[config.mk]
export PLATFORM = sky130hd
export DESIGN_NAME = multi_timer_unit
export DESIGN_NICKNAME = d
export VERILOG_FILES = /design/src/rtl/mtu_pkg.sv /design/src/rtl/mtu_prescaler.sv /design/src/rtl/mtu_timer_chan.sv /design/src/rtl/multi_timer_unit.sv
export SDC_FILE = /design/constraint.sdc
export NUM_CORES = 1
export LEC_CHECK = 0
export BUFFER_PORTS_ARGS = -buffer_cell sky130_fd_sc_hd__buf_4
export CAP_MARGIN = 25
export CORE_MARGIN = 5
export CORE_UTILIZATION = 59
export DETAILED_ROUTE_END_ITERATION = 12
export HOLD_SLACK_MARGIN = 0.03
export PLACE_DENSITY = 0.78
export SKIP_LAST_GASP = 1
export SLEW_MARGIN = 15
export SYNTH_ARGS = -nofsm -noshare
export SYNTH_HDL_FRONTEND = slang
export SYNTH_SLANG_ARGS = --single-unit
[constraint.sdc]
create_clock -name clk -period 2.6 [get_ports clk]
set_input_delay 0.13 -clock clk [delete_from_list [all_inputs] [get_ports clk]]
set_output_delay 0.13 -clock clk [all_outputs]
set_load 0.02 [all_outputs]
[src/rtl/mtu_pkg.sv]
// Shared types for the multi-timer unit.
// Assumes: control word bits are en=0, auto-reload=1, irq-enable=2,
// load strobe=3, pending=4.
package mtu_pkg;
    typedef struct packed {
        logic irq_en;
        logic auto_rl;
        logic en;
    } tmr_ctrl_t;

    localparam int CB_EN   = 0;
    localparam int CB_AUTO = 1;
    localparam int CB_IE   = 2;
    localparam int CB_LOAD = 3;
    localparam int CB_PEND = 4;
endpackage

[src/rtl/mtu_prescaler.sv]
// Shared prescaler: counts down from its reload value and issues a one-cycle
// tick whenever the count is zero, reloading in that same cycle.
// Assumes: reload writes take effect on the next edge; the reload in a tick
// cycle uses the register value before the write.
module mtu_prescaler #(
    parameter int PW         = 8,
    parameter int RST_RELOAD = 99
) (
    input  logic          clk,
    input  logic          rst_n,
    input  logic          reload_we,
    input  logic [PW-1:0] reload_wdata,
    output logic [PW-1:0] reload_q,
    output logic [PW-1:0] count_q,
    output logic          tick
);
    assign tick = (count_q == '0);

    // Holds the software-written reload value.
    always_ff @(posedge clk) begin
        if (!rst_n)         reload_q <= PW'(RST_RELOAD);
        else if (reload_we) reload_q <= reload_wdata;
    end

    // Down-counter that wraps to the reload value on each tick.
    always_ff @(posedge clk) begin
        if (!rst_n)    count_q <= PW'(RST_RELOAD);
        else if (tick) count_q <= reload_q;
        else           count_q <= count_q - 1'b1;
    end


    psc_reload_chk: assert property (@(posedge clk) disable iff (!rst_n)
        tick |=> (count_q == $past(reload_q)));
endmodule

[src/rtl/mtu_timer_chan.sv]
// One down-counting timer channel driven by the shared tick.
// Assumes: at most one register write per cycle; register writes outrank
// tick effects except the pending flag, where underflow wins.
module mtu_timer_chan
    import mtu_pkg::*;
#(
    parameter int          TW        = 16,
    parameter bit          IS_WDOG   = 1'b0,
    parameter int unsigned WDOG_INIT = 1000
) (
    input  logic          clk,
    input  logic          rst_n,
    input  logic          tick,
    input  logic          cnt_we,
    input  logic          rl_we,
    input  logic          ctrl_we,
    input  logic [TW-1:0] wdata,
    output logic [TW-1:0] cnt_q,
    output logic [TW-1:0] rl_q,
    output tmr_ctrl_t     ctrl_q,
    output logic          pend_q,
    output logic          irq_pulse,
    output logic          uf_now
);
    localparam logic [TW-1:0] RST_VAL = IS_WDOG ? TW'(WDOG_INIT) : '0;
    localparam tmr_ctrl_t RST_CTRL = '{irq_en: 1'b0, auto_rl: 1'b0, en: IS_WDOG};

    assign uf_now = tick && ctrl_q.en && (cnt_q == '0);

    // Reload register.
    always_ff @(posedge clk) begin
        if (!rst_n)     rl_q <= RST_VAL;
        else if (rl_we) rl_q <= wdata;
    end

    // Control word; a one-shot underflow drops the enable.
    always_ff @(posedge clk) begin
        if (!rst_n)                         ctrl_q <= RST_CTRL;
        else if (ctrl_we)                   ctrl_q <= '{irq_en: wdata[CB_IE], auto_rl: wdata[CB_AUTO], en: wdata[CB_EN]};
        else if (uf_now && !ctrl_q.auto_rl) ctrl_q.en <= 1'b0;
    end

    // Counter: direct write, load strobe, then tick-driven count or reload.
    always_ff @(posedge clk) begin
        if (!rst_n)                         cnt_q <= RST_VAL;
        else if (cnt_we)                    cnt_q <= wdata;
        else if (ctrl_we && wdata[CB_LOAD]) cnt_q <= rl_q;
        else if (tick && ctrl_q.en) begin
            if (cnt_q != '0)         cnt_q <= cnt_q - 1'b1;
            else if (ctrl_q.auto_rl) cnt_q <= rl_q;
        end
    end

    // Pending flag: set on underflow, write-one-to-clear.
    always_ff @(posedge clk) begin
        if (!rst_n)                         pend_q <= 1'b0;
        else if (uf_now)                    pend_q <= 1'b1;
        else if (ctrl_we && wdata[CB_PEND]) pend_q <= 1'b0;
    end

    // One-cycle interrupt pulse after an enabled underflow.
    always_ff @(posedge clk) begin
        if (!rst_n) irq_pulse <= 1'b0;
        else        irq_pulse <= uf_now && ctrl_q.irq_en;
    end


    hold_when_off_chk: assert property (@(posedge clk) disable iff (!rst_n)
        (!ctrl_q.en && !cnt_we && !ctrl_we) |=> $stable(cnt_q));

    oneshot_stop_chk: assert property (@(posedge clk) disable iff (!rst_n)
        (tick && ctrl_q.en && cnt_q == '0 && !ctrl_q.auto_rl && !ctrl_we) |=> !ctrl_q.en);

    pend_with_irq_chk: assert property (@(posedge clk) disable iff (!rst_n)
        irq_pulse |-> pend_q);
endmodule

[src/rtl/multi_timer_unit.sv]
// Multi-timer unit top: shared prescaler, NUM_TIMERS channels, register
// decode, interrupt line mapping and sticky watchdog flag.
// Assumes: address map 0 prescaler reload, 1 prescaler count, timer i at
// 4*(i+1) count, +1 reload, +2 control; IRQ_BASE+NUM_TIMERS <= IRQ_LINES.
module multi_timer_unit
    import mtu_pkg::*;
#(
    parameter int          PRESC_W    = 8,
    parameter int          PRESC_RST  = 99,
    parameter int          NUM_TIMERS = 3,
    parameter int          TIMER_W    = 16,
    parameter int          IRQ_LINES  = 16,
    parameter int          IRQ_BASE   = 4,
    parameter bit          SEP_IRQ    = 1'b1,
    parameter bit          WDOG_EN    = 1'b1,
    parameter int unsigned WDOG_INIT  = 1000,
    localparam int         DW0        = (TIMER_W > PRESC_W) ? TIMER_W : PRESC_W,
    localparam int         DATA_W     = (DW0 < 5) ? 5 : DW0
) (
    input  logic                 clk,
    input  logic                 rst_n,
    input  logic                 wr_en,
    input  logic [4:0]           wr_addr,
    input  logic [DATA_W-1:0]    wr_data,
    input  logic [4:0]           rd_addr,
    output logic [DATA_W-1:0]    rd_data,
    output logic [IRQ_LINES-1:0] irq_o,
    output logic                 wdog_o
);
    localparam int LAST = NUM_TIMERS - 1;

    logic               tick;
    logic [PRESC_W-1:0] psc_rl, psc_cnt;
    logic [TIMER_W-1:0] cnt_a  [NUM_TIMERS];
    logic [TIMER_W-1:0] rl_a   [NUM_TIMERS];
    tmr_ctrl_t          ctrl_a [NUM_TIMERS];
    logic [NUM_TIMERS-1:0] pend_v, pulse_v, uf_v;

    mtu_prescaler #(.PW(PRESC_W), .RST_RELOAD(PRESC_RST)) u_psc (
        .clk(clk), .rst_n(rst_n),
        .reload_we(wr_en && wr_addr == 5'd0),
        .reload_wdata(wr_data[PRESC_W-1:0]),
        .reload_q(psc_rl), .count_q(psc_cnt), .tick(tick)
    );

    for (genvar gi = 0; gi < NUM_TIMERS; gi++) begin : g_chan
        logic sel;
        assign sel = wr_en && (wr_addr[4:2] == 3'(gi + 1));
        mtu_timer_chan #(
            .TW(TIMER_W), .IS_WDOG(WDOG_EN && gi == LAST), .WDOG_INIT(WDOG_INIT)
        ) u_chan (
            .clk(clk), .rst_n(rst_n), .tick(tick),
            .cnt_we(sel && wr_addr[1:0] == 2'd0),
            .rl_we(sel && wr_addr[1:0] == 2'd1),
            .ctrl_we(sel && wr_addr[1:0] == 2'd2),
            .wdata(wr_data[TIMER_W-1:0]),
            .cnt_q(cnt_a[gi]), .rl_q(rl_a[gi]), .ctrl_q(ctrl_a[gi]),
            .pend_q(pend_v[gi]), .irq_pulse(pulse_v[gi]), .uf_now(uf_v[gi])
        );
    end

    // Read multiplexer over prescaler and channel registers.
    always_comb begin
        rd_data = '0;
        if (rd_addr == 5'd0) rd_data = DATA_W'(psc_rl);
        if (rd_addr == 5'd1) rd_data = DATA_W'(psc_cnt);
        for (int i = 0; i < NUM_TIMERS; i++) begin
            if (rd_addr[4:2] == 3'(i + 1)) begin
                case (rd_addr[1:0])
                    2'd0:    rd_data = DATA_W'(cnt_a[i]);
                    2'd1:    rd_data = DATA_W'(rl_a[i]);
                    2'd2:    rd_data = DATA_W'({pend_v[i], 1'b0, ctrl_a[i].irq_en,
                                                ctrl_a[i].auto_rl, ctrl_a[i].en});
                    default: rd_data = '0;
                endcase
            end
        end
    end

    // Map channel pulses onto separate or shared interrupt lines.
    always_comb begin
        irq_o = '0;
        for (int i = 0; i < NUM_TIMERS; i++) begin
            if (SEP_IRQ) irq_o[IRQ_BASE + i] = pulse_v[i];
            else         irq_o[IRQ_BASE]     = irq_o[IRQ_BASE] | pulse_v[i];
        end
    end

    // Sticky watchdog flag, cleared only by reset.
    always_ff @(posedge clk) begin
        if (!rst_n)                   wdog_o <= 1'b0;
        else if (WDOG_EN && uf_v[LAST]) wdog_o <= 1'b1;
    end


    wdog_sticky_chk: assert property (@(posedge clk) disable iff (!rst_n)
        wdog_o |=> wdog_o);

    irq_single_line_chk: assert property (@(posedge clk) disable iff (!rst_n)
        !SEP_IRQ |-> $countones(irq_o) <= 1);
endmodule

==> run summary, run 1 <==
sequential power share - 37.9%
Final period util - 91.6%
clk sinks - 128
detailed placement HPWL - 19.7 mm
reg-to-reg slack, setup - 220 ps
Remaining Overflow, GRT - 0
port bufs - 48
Internal Pwr Total - 0.00392 W
most frequent cells in the layout - nand2_1 (155), dfxtp_1 (128), buf_4 (95)
most common cell after layout, fill and taps aside - nand2_1
CP Capture Type - flip-flop
Worst R2R Start - g_chan[1].u_chan.cnt_q[9]
Area after DPL - 8800 µm²
number of synthesized flops with an enable pin - 0
final hold vios - 0
P_sw - 0.00144 W
hold path start - wr_data[7]
DRC Markers - 0
Pwr Total - 0.00536 W
Max FO, Critical Path - 9
H-tree Lvls - 4
vias in the first global route - 7958
delay of the slowest cell on the worst path - 460 ps
Mapped Area - 8260 µm²
final setup fails - 0
clock insertion delay at the later pin of the skew report - 430 ps
Mapped Cells - 1071
worst hold path depth - 3
synth warn - 0
Startpoint Class - flip-flop
CTS Root Cell - clkbuf_16
CP arrival - 2700 ps
Slew HR - 62.0%
drt pass-1 iters - 7
LEAKAGE - 3.78 nW
Total GRT Usage - 34.4%
xor/xnor share of the synthesized area - 2.76%
Die H - 128 µm
width of the die - 128 µm
dominant cells by area after synthesis - dfxtp_1 (31%), mux2i_1 (7.5%), nand2_1 (7.0%)
CTS tree - built
Worst Hold Path EP - u_psc.reload_q[7]
clock buffer depth - 2
Num CTS Buffers - 17
Final Util - 68.9%
worst ir drop on vdd - 0.464 mV
complex-gate fraction of the synthesized area - 23.0%
Fmax - 0.420 GHz
RSZ-0062 raised after global routing - no
Min-Delay Path Class - in2reg
P per Cell Area - 563 nW/µm²
worst path cell trace - nor4_4 > nand4_1 > o211ai_2 > nand2_2 > o221a_1
final net count - 1140
Sw Share - 26.9%
initial antenna violation count - 0
top_reg_cell synth - dfxtp_1
Yosys top cell area share - 31.0%
worst r2r dst - g_chan[1].u_chan.cnt_q[3]
crit path kind - reg2reg
Post-Synth Simple-Gate Area - 26.4%
drt wl/cell - 21.5 µm
initial core utilization - 59.7%
R2R depth - 5
combinational family with the most area after synthesis - simple AND/OR/NAND/NOR gates
Post-Synth Adder-Cell Area - 1.21%
Vias - 8686
total die area - 16500 µm²
mux contribution to synthesized area - 8.60%
final setup TNS - 0 ps
Core ar. - 13800 µm²
largest net degree at the start of global routing - 50
share of cells above drive strength 1 - 14.5%
status - completed
Yosys cell types - 80
max-slew violations - 0
clk slew on worst S/H paths - 60 ps
Max stage delay cell, worst path - nor4_4
number of diodes - 0
Logic pwr share - 13.8%
Antenna Nets Post-Route - 0
Post-synth ARST share - 0%
synth-to-layout area growth - 15.3%
syn avg cell area - 7.71 µm²
Final Critical Period - 2380 ps
post-synth top area cell - dfxtp_1
placer's final routability congestion estimate - 1.01
# IOs - 62
Final Skew - 6.83 ps
drt total wl - 27.9 mm
fin area - 9530 µm²
maxcap violations - 0
worst path required time - 2920 ps
first-pass GRT wire length - 44.4 mm
vias per cell - 6.70
worst slew pin tran - 562 ps
Rows - 43
clock power share - 48.4%
initial DRC count - 1382
synthesized flop and latch total - 128
post-synthesis sequential area ratio - 31.0%
## sequential cells by signal (all words and copies together), names as in the netlist
name / count
g_chan.u_chan.pend_q: 3
wdog_o: 1
u_psc.reload_q: 8
u_psc.count_q: 8
g_chan.u_chan.cnt_q: 48
g_chan.u_chan.rl_q: 48
g_chan.u_chan.ctrl_q: 9
g_chan.u_chan.irq_pulse: 3
## timing repair
action                     4_1_cts  5_1_grt
resized for setup                0        2
buffers inserted                 0        0
hold endpoints to repair        17        0
hold buffers                     8        0
setup endpoints to repair        0       10
## worst max path at each step
stage,startpoint,end,slack [ps],cells after the start
floorplan,g_chan[2].u_chan.cnt_q[0],g_chan[2].u_chan.cnt_q[2],490,9
global placement,g_chan[0].u_chan.cnt_q[0],g_chan[0].u_chan.cnt_q[0],260,7
detailed placement,g_chan[0].u_chan.cnt_q[0],g_chan[0].u_chan.cnt_q[7],170,7
CTS,g_chan[0].u_chan.cnt_q[0],g_chan[0].u_chan.cnt_q[8],150,7
global route,g_chan[2].u_chan.cnt_q[0],g_chan[2].u_chan.ctrl_q[0],30,7
finish,g_chan[1].u_chan.cnt_q[9],g_chan[1].u_chan.cnt_q[3],220,5
## worst max-delay path: cells and delay by family, from the launching register on
kind	cells	cell delay [ps]
AOI/OAI and AO/OA	2	750
DFF	1	390
and+or+nand+nor	3	1130
## layout make-up
type                       count  area (µm²)
multi-input combinational    828        5200
clock inverter                13         185
sequential                   128        2560
fill                        1106        4300
inverter                      24        90.1
timing repair buffer         104         813
clock buffer                  19         453
tap                          180         225
## per-layer routing
| metal | track usage (%) | vias up | wire, µm |
|---|---|---|---|
| li1 | - | 3972 | - |
| met1 | 46.9 | 4090 | 11200 |
| met2 | 51.7 | 532 | 12300 |
| met3 | 7.38 | 92 | 2920 |
| met4 | 16.7 | 0 | 1460 |
| met5 | 0 | - | 0 |
## cells in the mapped netlist, types with 5 or more instances
master and count:
a211o_1 11, a211oi_1 15, a21oi_1 79, a22oi_1 16, a31oi_1 16, and2_1 12, and3_1 11, and4_1 5
buf_2 11, buf_4 17, clkbuf_1 69, dfxtp_1 128, ha_1 8, inv_1 23, mux2i_1 62, nand2_1 155
nand3_1 59, nand4_1 15, nand4b_1 5, nor2_1 66, nor2b_1 7, nor3_1 29, nor4_1 10, nor4b_1 5
o211ai_1 14, o21ai_0 67, o221ai_1 11, o22ai_1 6, o31ai_1 7, o32ai_1 5, or3_1 7, xnor2_1 15
xor2_1 11
## power groups by stage
| stage | sequential [W] | combinational [W] | clock [W] |
|---|---|---|---|
| CTS | 0.00203 | 0.000717 | 0.00260 |
| floorplan | 0.00206 | 0.000490 | 0 |
| finish | 0.00203 | 0.000737 | 0.00259 |
| global route | 0.00203 | 0.000789 | 0.00270 |
| detailed placement | 0.00207 | 0.000701 | 0 |
| global placement | 0.00207 | 0.000696 | 0 |
## cell families after synthesis
kind of cell,Yosys count
adder cells (fa/ha/maj),8
flip-flops,128
AO/OA/AOI/OAI,292
XOR/XNOR,26
AND/OR/NAND/NOR,423
other,1
buffers and inverters,127
multiplexers,66
## per-stage QoR
step,setup slack (ps),hold WS [ps],cells
after floorplan,494,254,1083
after global placement,261,436,1256
after detailed placement,171,444,1256
after CTS,148,36.2,1296
after global routing,34.9,48.9,1296
final,220,48.9,1296
No activity file was read; power rests on OpenSTA's default activity.
==> inputs of run 2 (changes only) <==
--- a/config.mk
+++ b/config.mk
@@ -5,6 +5,7 @@
 export SDC_FILE = /design/constraint.sdc
 export NUM_CORES = 1
 export LEC_CHECK = 0
+export ABC_AREA = 1
 export BUFFER_PORTS_ARGS = -buffer_cell sky130_fd_sc_hd__buf_4
 export CAP_MARGIN = 25
 export CORE_MARGIN = 5
==> run 2 against run 1 <==
- non-clock buffer count down 38
- largest power group unchanged
- synthesized area decreased by 0.48%
- clock power down 2%
- register-to-register slack improved by 160 ps
- sequential share of layout area grew 0.85 points
- via count up 5.5%
==> run summary, run 2 <==
Antenna Nets Post-Route - 0 (unchanged)
CTS Root Cell - clkbuf_16
max-slew violations - 0 (unchanged)
delay of the slowest cell on the worst path - 380 ps (-80 ps)
Area after DPL - 8580 µm² (-2.5%)
hold path start - wr_data[10]
post-CTS resize count - 0 (unchanged)
Max FO, Critical Path - 25 (+16)
Post-Synth Adder-Cell Area - 1.22% (+0.0059 points)
Num CTS Buffers - 17 (unchanged)
final hold vios - 0 (unchanged)
P per Cell Area - 538 nW/µm² (-4.3%)
xor/xnor share of the synthesized area - 2.56% (-0.20 points)
LEAKAGE - 4.32 nW (+14%)
Total GRT Usage - 34.2% (-0.18 points)
placer's final routability congestion estimate - 0.983 (-3.0%)
Startpoint Class - flip-flop
top cells by count, synth - nand2_1 (314), nor2_1 (212), inv_1 (141)
combinational family with the most area after synthesis - simple AND/OR/NAND/NOR gates
number of diodes - 0 (unchanged)
CTS tree - built
Mapped Area - 8220 µm² (-0.48%)
most common cell after layout, fill and taps aside - nand2_1
Die H - 128 µm (-0.23%)
final setup fails - 0 (unchanged)
Mapped Cells - 1341 (+25%)
worst ir drop on vdd - 0.590 mV (+27%)
Final Util - 67.0% (-1.9 points)
DRC Markers - 0 (unchanged)
share of cells above drive strength 1 - 9.12% (-5.4 points)
worst hold path depth - 3 (unchanged)
most frequent cells in the layout - nand2_1 (314), nor2_1 (212), inv_1 (141)
Min-Delay Path Class - in2reg
post-synth top area cell - dfxtp_1
maxcap violations - 0 (unchanged)
Worst Hold Path EP - g_chan[2].u_chan.rl_q[10]
drt total wl - 28.2 mm (+0.99%)
port bufs - 48 (unchanged)
clk slew on worst S/H paths - 60 ps (about the same)
Yosys top cell area share - 31.2% (+0.15 points)
detailed placement HPWL - 19.7 mm (about the same)
Slew HR - 41.5% (-21 points)
mux contribution to synthesized area - 0% (-8.6 points)
footprint of the multi-input gates - 4730 µm² (-8.9%)
vias per cell - 5.87 (-12%)
CP arrival - 2550 ps (-150 ps)
first-pass GRT wire length - 43.8 mm (-1.3%)
drt wl/cell - 18.1 µm (-16%)
Vias - 9162 (+5.5%)
H-tree Lvls - 4 (unchanged)
reg-to-reg slack, setup - 380 ps (+160 ps)
Final Skew - 6.32 ps (-0.519 ps)
worst r2r dst - g_chan[0].u_chan.cnt_q[15]
dominant cells by area after synthesis - dfxtp_1 (31%), nand2_1 (14%), nor2_1 (9.7%)
R2R depth - 11 (+6)
clock insertion delay at the later pin of the skew report - 430 ps (about the same)
Max stage delay cell, worst path - nor2_2
Post-Synth Simple-Gate Area - 33.1% (+6.7 points)
initial core utilization - 59.7% (about the same)
post-synthesis sequential area ratio - 31.2% (+0.15 points)
Yosys cell types - 41 (-49%)
fin area - 9230 µm² (-3.1%)
RSZ-0062 raised after global routing - no
drt pass-1 iters - 6 (-1)
Remaining Overflow, GRT - 0 (unchanged)
status - completed
Post-synth ARST share - 0% (unchanged)
worst slew pin tran - 875 ps (+313 ps)
initial antenna violation count - 0 (unchanged)
synth warn - 0 (unchanged)
fill count - 1314 (+19%)
syn avg cell area - 6.13 µm² (-21%)
final net count - 1405 (+23%)
CP Capture Type - flip-flop
count leader, synth - nand2_1
top_reg_cell synth - dfxtp_1
largest net degree at the start of global routing - 48 (-4.0%)
Final period util - 85.5% (-6.0 points)
sequential cell area - 2560 µm² (unchanged)
Core ar. - 13800 µm² (-0.39%)
number of synthesized flops with an enable pin - 0 (unchanged)
Fin Hold WS - 47.2 ps (-1.64 ps)
final setup TNS - 0 ps (unchanged)
clock buffer depth - 2 (unchanged)
largest registers - g_chan.u_chan.cnt_q: 48 flops, g_chan.u_chan.rl_q: 48 flops, g_chan.u_chan.ctrl_q: 9 flops
synth-to-layout area growth - 12.3%
# IOs - 62 (unchanged)
worst path cell trace - inv_1 > ha_1 > nand3_1 > nor2_2 > nand2_1 > nand3_1 > nand2_2 > inv_1 > nand2_1 > nor2_1 > nor2_1
total die area - 16400 µm² (-0.45%)
Worst R2R Start - u_psc.count_q[0]
Fmax - 0.450 GHz (+7.0%)
crit path kind - reg2reg
synthesized flop and latch total - 128 (unchanged)
Final Critical Period - 2220 ps (-156 ps)
initial DRC count - 1145 (-17%)
vias in the first global route - 8242 (+3.6%)
Rows - 43 (unchanged)
clk sinks - 128 (unchanged)
width of the die - 128 µm (-0.23%)
worst path required time - 2920 ps (about the same)
complex-gate fraction of the synthesized area - 20.1% (-2.9 points)
==> run 2: cell count changes after synthesis, moves of 36 or more <==
cell	delta
nand2_1	+159
nor2_1	+146
o21ai_0	+59
inv_1	+118
mux2i_1	-62
a21oi_1	+42
clkbuf_1	-36
==> run 2: worst max-delay path: cells and delay by family, from the launching register on <==
family	cells	cell delay, ps
buf+inv	2	360
fa+ha+maj	1	160
flops	1	300
simple gates	8	1280
==> run 2: worst max-delay path by stage <==
| stage | cells past startpoint | to | start |
|---|---|---|---|
| 2_1_floorplan | 12 | g_chan[0].u_chan.cnt_q[15] | g_chan[0].u_chan.cnt_q[0] |
| 3_3_place_gp | 11 | g_chan[0].u_chan.cnt_q[14] | u_psc.count_q[0] |
| 3_5_place_dp | 11 | g_chan[0].u_chan.cnt_q[15] | u_psc.count_q[0] |
| 4_1_cts | 11 | g_chan[0].u_chan.cnt_q[15] | u_psc.count_q[0] |
| 5_1_grt | 11 | g_chan[0].u_chan.cnt_q[15] | u_psc.count_q[0] |
| 6_report | 11 | g_chan[0].u_chan.cnt_q[15] | u_psc.count_q[0] |
==> run 2: cell type report <==
| type | instances | share of cell area (%) |
|---|---|---|
| timing repair buffer | 66 | 5.58 |
| inverter | 152 | 6.18 |
| sequential | 128 | 27.8 |
| clock inverter | 9 | 1.40 |
| tap | 180 | 2.44 |
| clock buffer | 23 | 5.39 |
| multi-input combinational | 1003 | 51.3 |
==> run 2: what timing repair did <==
action	4_1_cts	5_1_grt
hold buffers	3	0
buffers inserted	0	0
endpoints found under the hold margin	3	0
==> run 2: cell families (layout without fill, tap and decap cells) <==
| logic type | count (synthesis) | after routing |
|---|---|---|
| adders and majority gates | 8 | 8 |
| buffers and inverters | 222 | 250 |
| DFF | 128 | 128 |
| xor gates and xnor gates | 24 | 24 |
| and+or+nand+nor | 648 | 648 |
| other | 1 | 13 |
| AOI/OAI and AO/OA | 310 | 310 |
==> run 2: where the power goes <==
part	internal (W)	leakage (nW)	switching, W
clock network	0.00163	0.305	0.000918
registers	0.00199	1.03	0.0000174
logic	0.000120	2.98	0.000298
==> run 2: per-stage QoR <==
stage	cells	power (W)	setup WS [ps]
5_1_grt	1561	0.00510	136
4_1_cts	1561	0.00496	431
6_report	1561	0.00497	376
2_1_floorplan	1353	0.00229	1030
3_5_place_dp	1526	0.00244	434
3_3_place_gp	1526	0.00244	518
==> run 2: layer usage <==
layer | track usage, % | up-vias | routed length [µm]
met3 | 6.08 | 88 | 3010
li1 | - | 4378 | -
met2 | 52.8 | 560 | 12300
met5 | 0 | - | 0
met4 | 16.0 | 0 | 1320
met1 | 46.4 | 4136 | 11500
==> inputs of run 3 (changes only) <==
--- a/config.mk
+++ b/config.mk
@@ -8,11 +8,13 @@
 export ABC_AREA = 1
 export BUFFER_PORTS_ARGS = -buffer_cell sky130_fd_sc_hd__buf_4
 export CAP_MARGIN = 25
+export CELL_PAD_IN_SITES_DETAIL_PLACEMENT = 1
+export CELL_PAD_IN_SITES_GLOBAL_PLACEMENT = 2
 export CORE_MARGIN = 5
-export CORE_UTILIZATION = 59
+export CORE_UTILIZATION = 33
 export DETAILED_ROUTE_END_ITERATION = 12
 export HOLD_SLACK_MARGIN = 0.03
-export PLACE_DENSITY = 0.78
+export PLACE_DENSITY_LB_ADDON = 0.1
 export SKIP_LAST_GASP = 1
 export SLEW_MARGIN = 15
 export SYNTH_ARGS = -nofsm -noshare
==> run 3 against run 2 <==
- non-clock buffer count grew 13
- sequential share of layout area fell by 0.87 points
- via count decreased by 2.4%
- sequential power is essentially flat
- critical path depth is the same
- die area grew 72%
- design area rose by 3.3%
- count of clock-buffer cells in the layout decreased by 3
==> run summary, run 3 (same netlist as run 2, synthesis figures left out) <==
RSZ-0062 raised after global routing - no
R2R depth - 11 (unchanged)
largest registers - g_chan.u_chan.cnt_q: 48 flops, g_chan.u_chan.rl_q: 48 flops, g_chan.u_chan.ctrl_q: 9 flops
Startpoint Class - flip-flop
# Post-CTS Setup Buffers - 0 (unchanged)
Vias - 8945 (-2.4%)
worst r2r dst - g_chan[0].u_chan.cnt_q[0]
synth-to-layout area growth - 16.0%
hold path start - wr_data[12]
LEAKAGE - 4.39 nW (+1.5%)
clk sinks - 128 (unchanged)
CP Launch Point - u_psc.count_q[0]
Final Critical Period - 2200 ps (-20.1 ps)
initial DRC count - 555 (-52%)
max-slew violations - 0 (unchanged)
drt total wl - 35.2 mm (+25%)
Worst R2R Start - u_psc.count_q[0]
final setup TNS - 0 ps (unchanged)
post-CTS resize count - 0 (unchanged)
# IOs - 62 (unchanged)
delay of the slowest cell on the worst path - 360 ps (-20 ps)
final net count - 1418 (+0.93%)
CTS Hold Buffers Added - 2 (-1)
drt wl/cell - 20.5 µm (+13%)
CP Capture Type - flip-flop
Rows - 57 (+33%)
footprint of the multi-input gates - 4730 µm² (unchanged)
clock insertion delay at the later pin of the skew report - 440 ps (about the same)
Max FO, Critical Path - 17 (-32%)
Area after DPL - 8850 µm² (+3.2%)
Min-Delay Path Class - in2reg
clk slew on worst S/H paths - 60 ps (about the same)
placer's final routability congestion estimate - 0.856 (-13%)
Final Skew - 14.3 ps (+7.99 ps)
reg-to-reg slack, setup - 400 ps (+20 ps)
status - completed
CTS Root Cell - clkbuf_16
drt pass-1 iters - 5 (-1)
vias in the first global route - 9031 (+9.6%)
Core ar. - 24400 µm² (+77%)
worst slew pin tran - 597 ps (-277 ps)
CP arrival - 2560 ps (about the same)
Total GRT Usage - 24.8% (-9.4 points)
width of the die - 168 µm (+31%)
Remaining Overflow, GRT - 0 (unchanged)
largest net degree at the start of global routing - 35 (-27%)
total die area - 28200 µm² (+72%)
DRC Markers - 0 (unchanged)
share of cells above drive strength 1 - 10.0% (+0.92 points)
first-pass GRT wire length - 54.1 mm (+23%)
P per Cell Area - 549 nW/µm² (+2.0%)
H-tree Lvls - 4 (unchanged)
initial antenna violation count - 0 (unchanged)
Final period util - 84.8% (-0.77 points)
final hold vios - 0 (unchanged)
critical path depth - 11 (unchanged)
most common cell after layout, fill and taps aside - nand2_1
maxcap violations - 0 (unchanged)
Pwr Total - 0.00523 W (+5.3%)
worst path cell trace - inv_1 > ha_1 > nand3_1 > nor2_2 > nand2_1 > nand3_1 > nand2_2 > buf_4 > nor2_1 > nand2_1 > a21oi_1
initial core utilization - 33.7% (-26 points)
detailed placement HPWL - 26.2 mm (+33%)
most frequent cells in the layout - nand2_1 (314), nor2_1 (212), inv_1 (141)
number of diodes - 0 (unchanged)
fill count - 3282 (+150%)
final setup fails - 0 (unchanged)
worst ir drop on vdd - 0.322 mV (-45%)
port bufs - 48 (unchanged)
Slew HR - 60.0% (+19 points)
Bufs and invs on worst path - 2 (unchanged)
worst hold path depth - 3 (unchanged)
vias per cell - 5.21 (-11%)
worst path required time - 2960 ps (+40 ps)
Max stage delay cell, worst path - nor2_2
Worst Hold Path EP - g_chan[1].u_chan.rl_q[12]
crit-path leading delay family - simple AND/OR/NAND/NOR gates
clock buffer depth - 2 (unchanged)
Fmax - 0.454 GHz (+0.91%)
Antenna Nets Post-Route - 0 (unchanged)
Die H - 168 µm (+31%)
crit path kind - reg2reg
fin area - 9530 µm² (+3.3%)
sequential cell area - 2560 µm² (unchanged)
CTS tree - built
Num CTS Buffers - 17 (unchanged)
## run 3: area by class of cell
cell class	count	share of cell area (%)
inverter	152	5.98
multi-input combinational	1003	49.6
timing repair buffer	79	6.27
clock inverter	12	2.18
tap	324	4.25
sequential	128	26.9
clock buffer	20	4.79
## run 3: through the flow
stage                     util, %  std cells  setup slack (ps)  hold slack (ps)
after global placement       36.3       1684               501              434
after CTS                    39.1       1718               396             36.0
after floorplan                 -       1353              1030              256
final                        39.1       1718               396             56.0
after global routing         39.1       1718               242             57.4
after detailed placement     36.3       1684               427              437
## run 3: how the worst max path moves through the flow
| stage | end | slack [ps] |
|---|---|---|
| global placement | g_chan[0].u_chan.cnt_q[1] | 500 |
| CTS | g_chan[0].u_chan.cnt_q[0] | 400 |
| floorplan | g_chan[0].u_chan.cnt_q[15] | 1030 |
| global route | g_chan[0].u_chan.cnt_q[1] | 240 |
| finish | g_chan[0].u_chan.cnt_q[0] | 400 |
| detailed placement | g_chan[0].u_chan.cnt_q[0] | 430 |
## run 3: routing by layer
layer / GRT usage [%] / vias up / wire length (µm)
li1: - / 4392 / -
met1: 33.5 / 4346 / 16700
met2: 42.2 / 181 / 16800
met3: 2.79 / 26 / 1130
met4: 6.21 / 0 / 506
met5: 0 / - / 0
## run 3: worst reg2reg max path: cells and delay by family (launching register included)
kind,cells,cell delay [ps]
buffers and inverters,2,380
AO/OA/AOI/OAI,1,110
adder cells (fa/ha/maj),1,180
AND/OR/NAND/NOR,7,1160
flip-flops,1,310
## run 3: power by group
group          switching [W]  leakage [nW]  internal (W)
registers          0.0000175          1.03       0.00199
logic               0.000320          3.04      0.000122
clock network        0.00103         0.313       0.00176
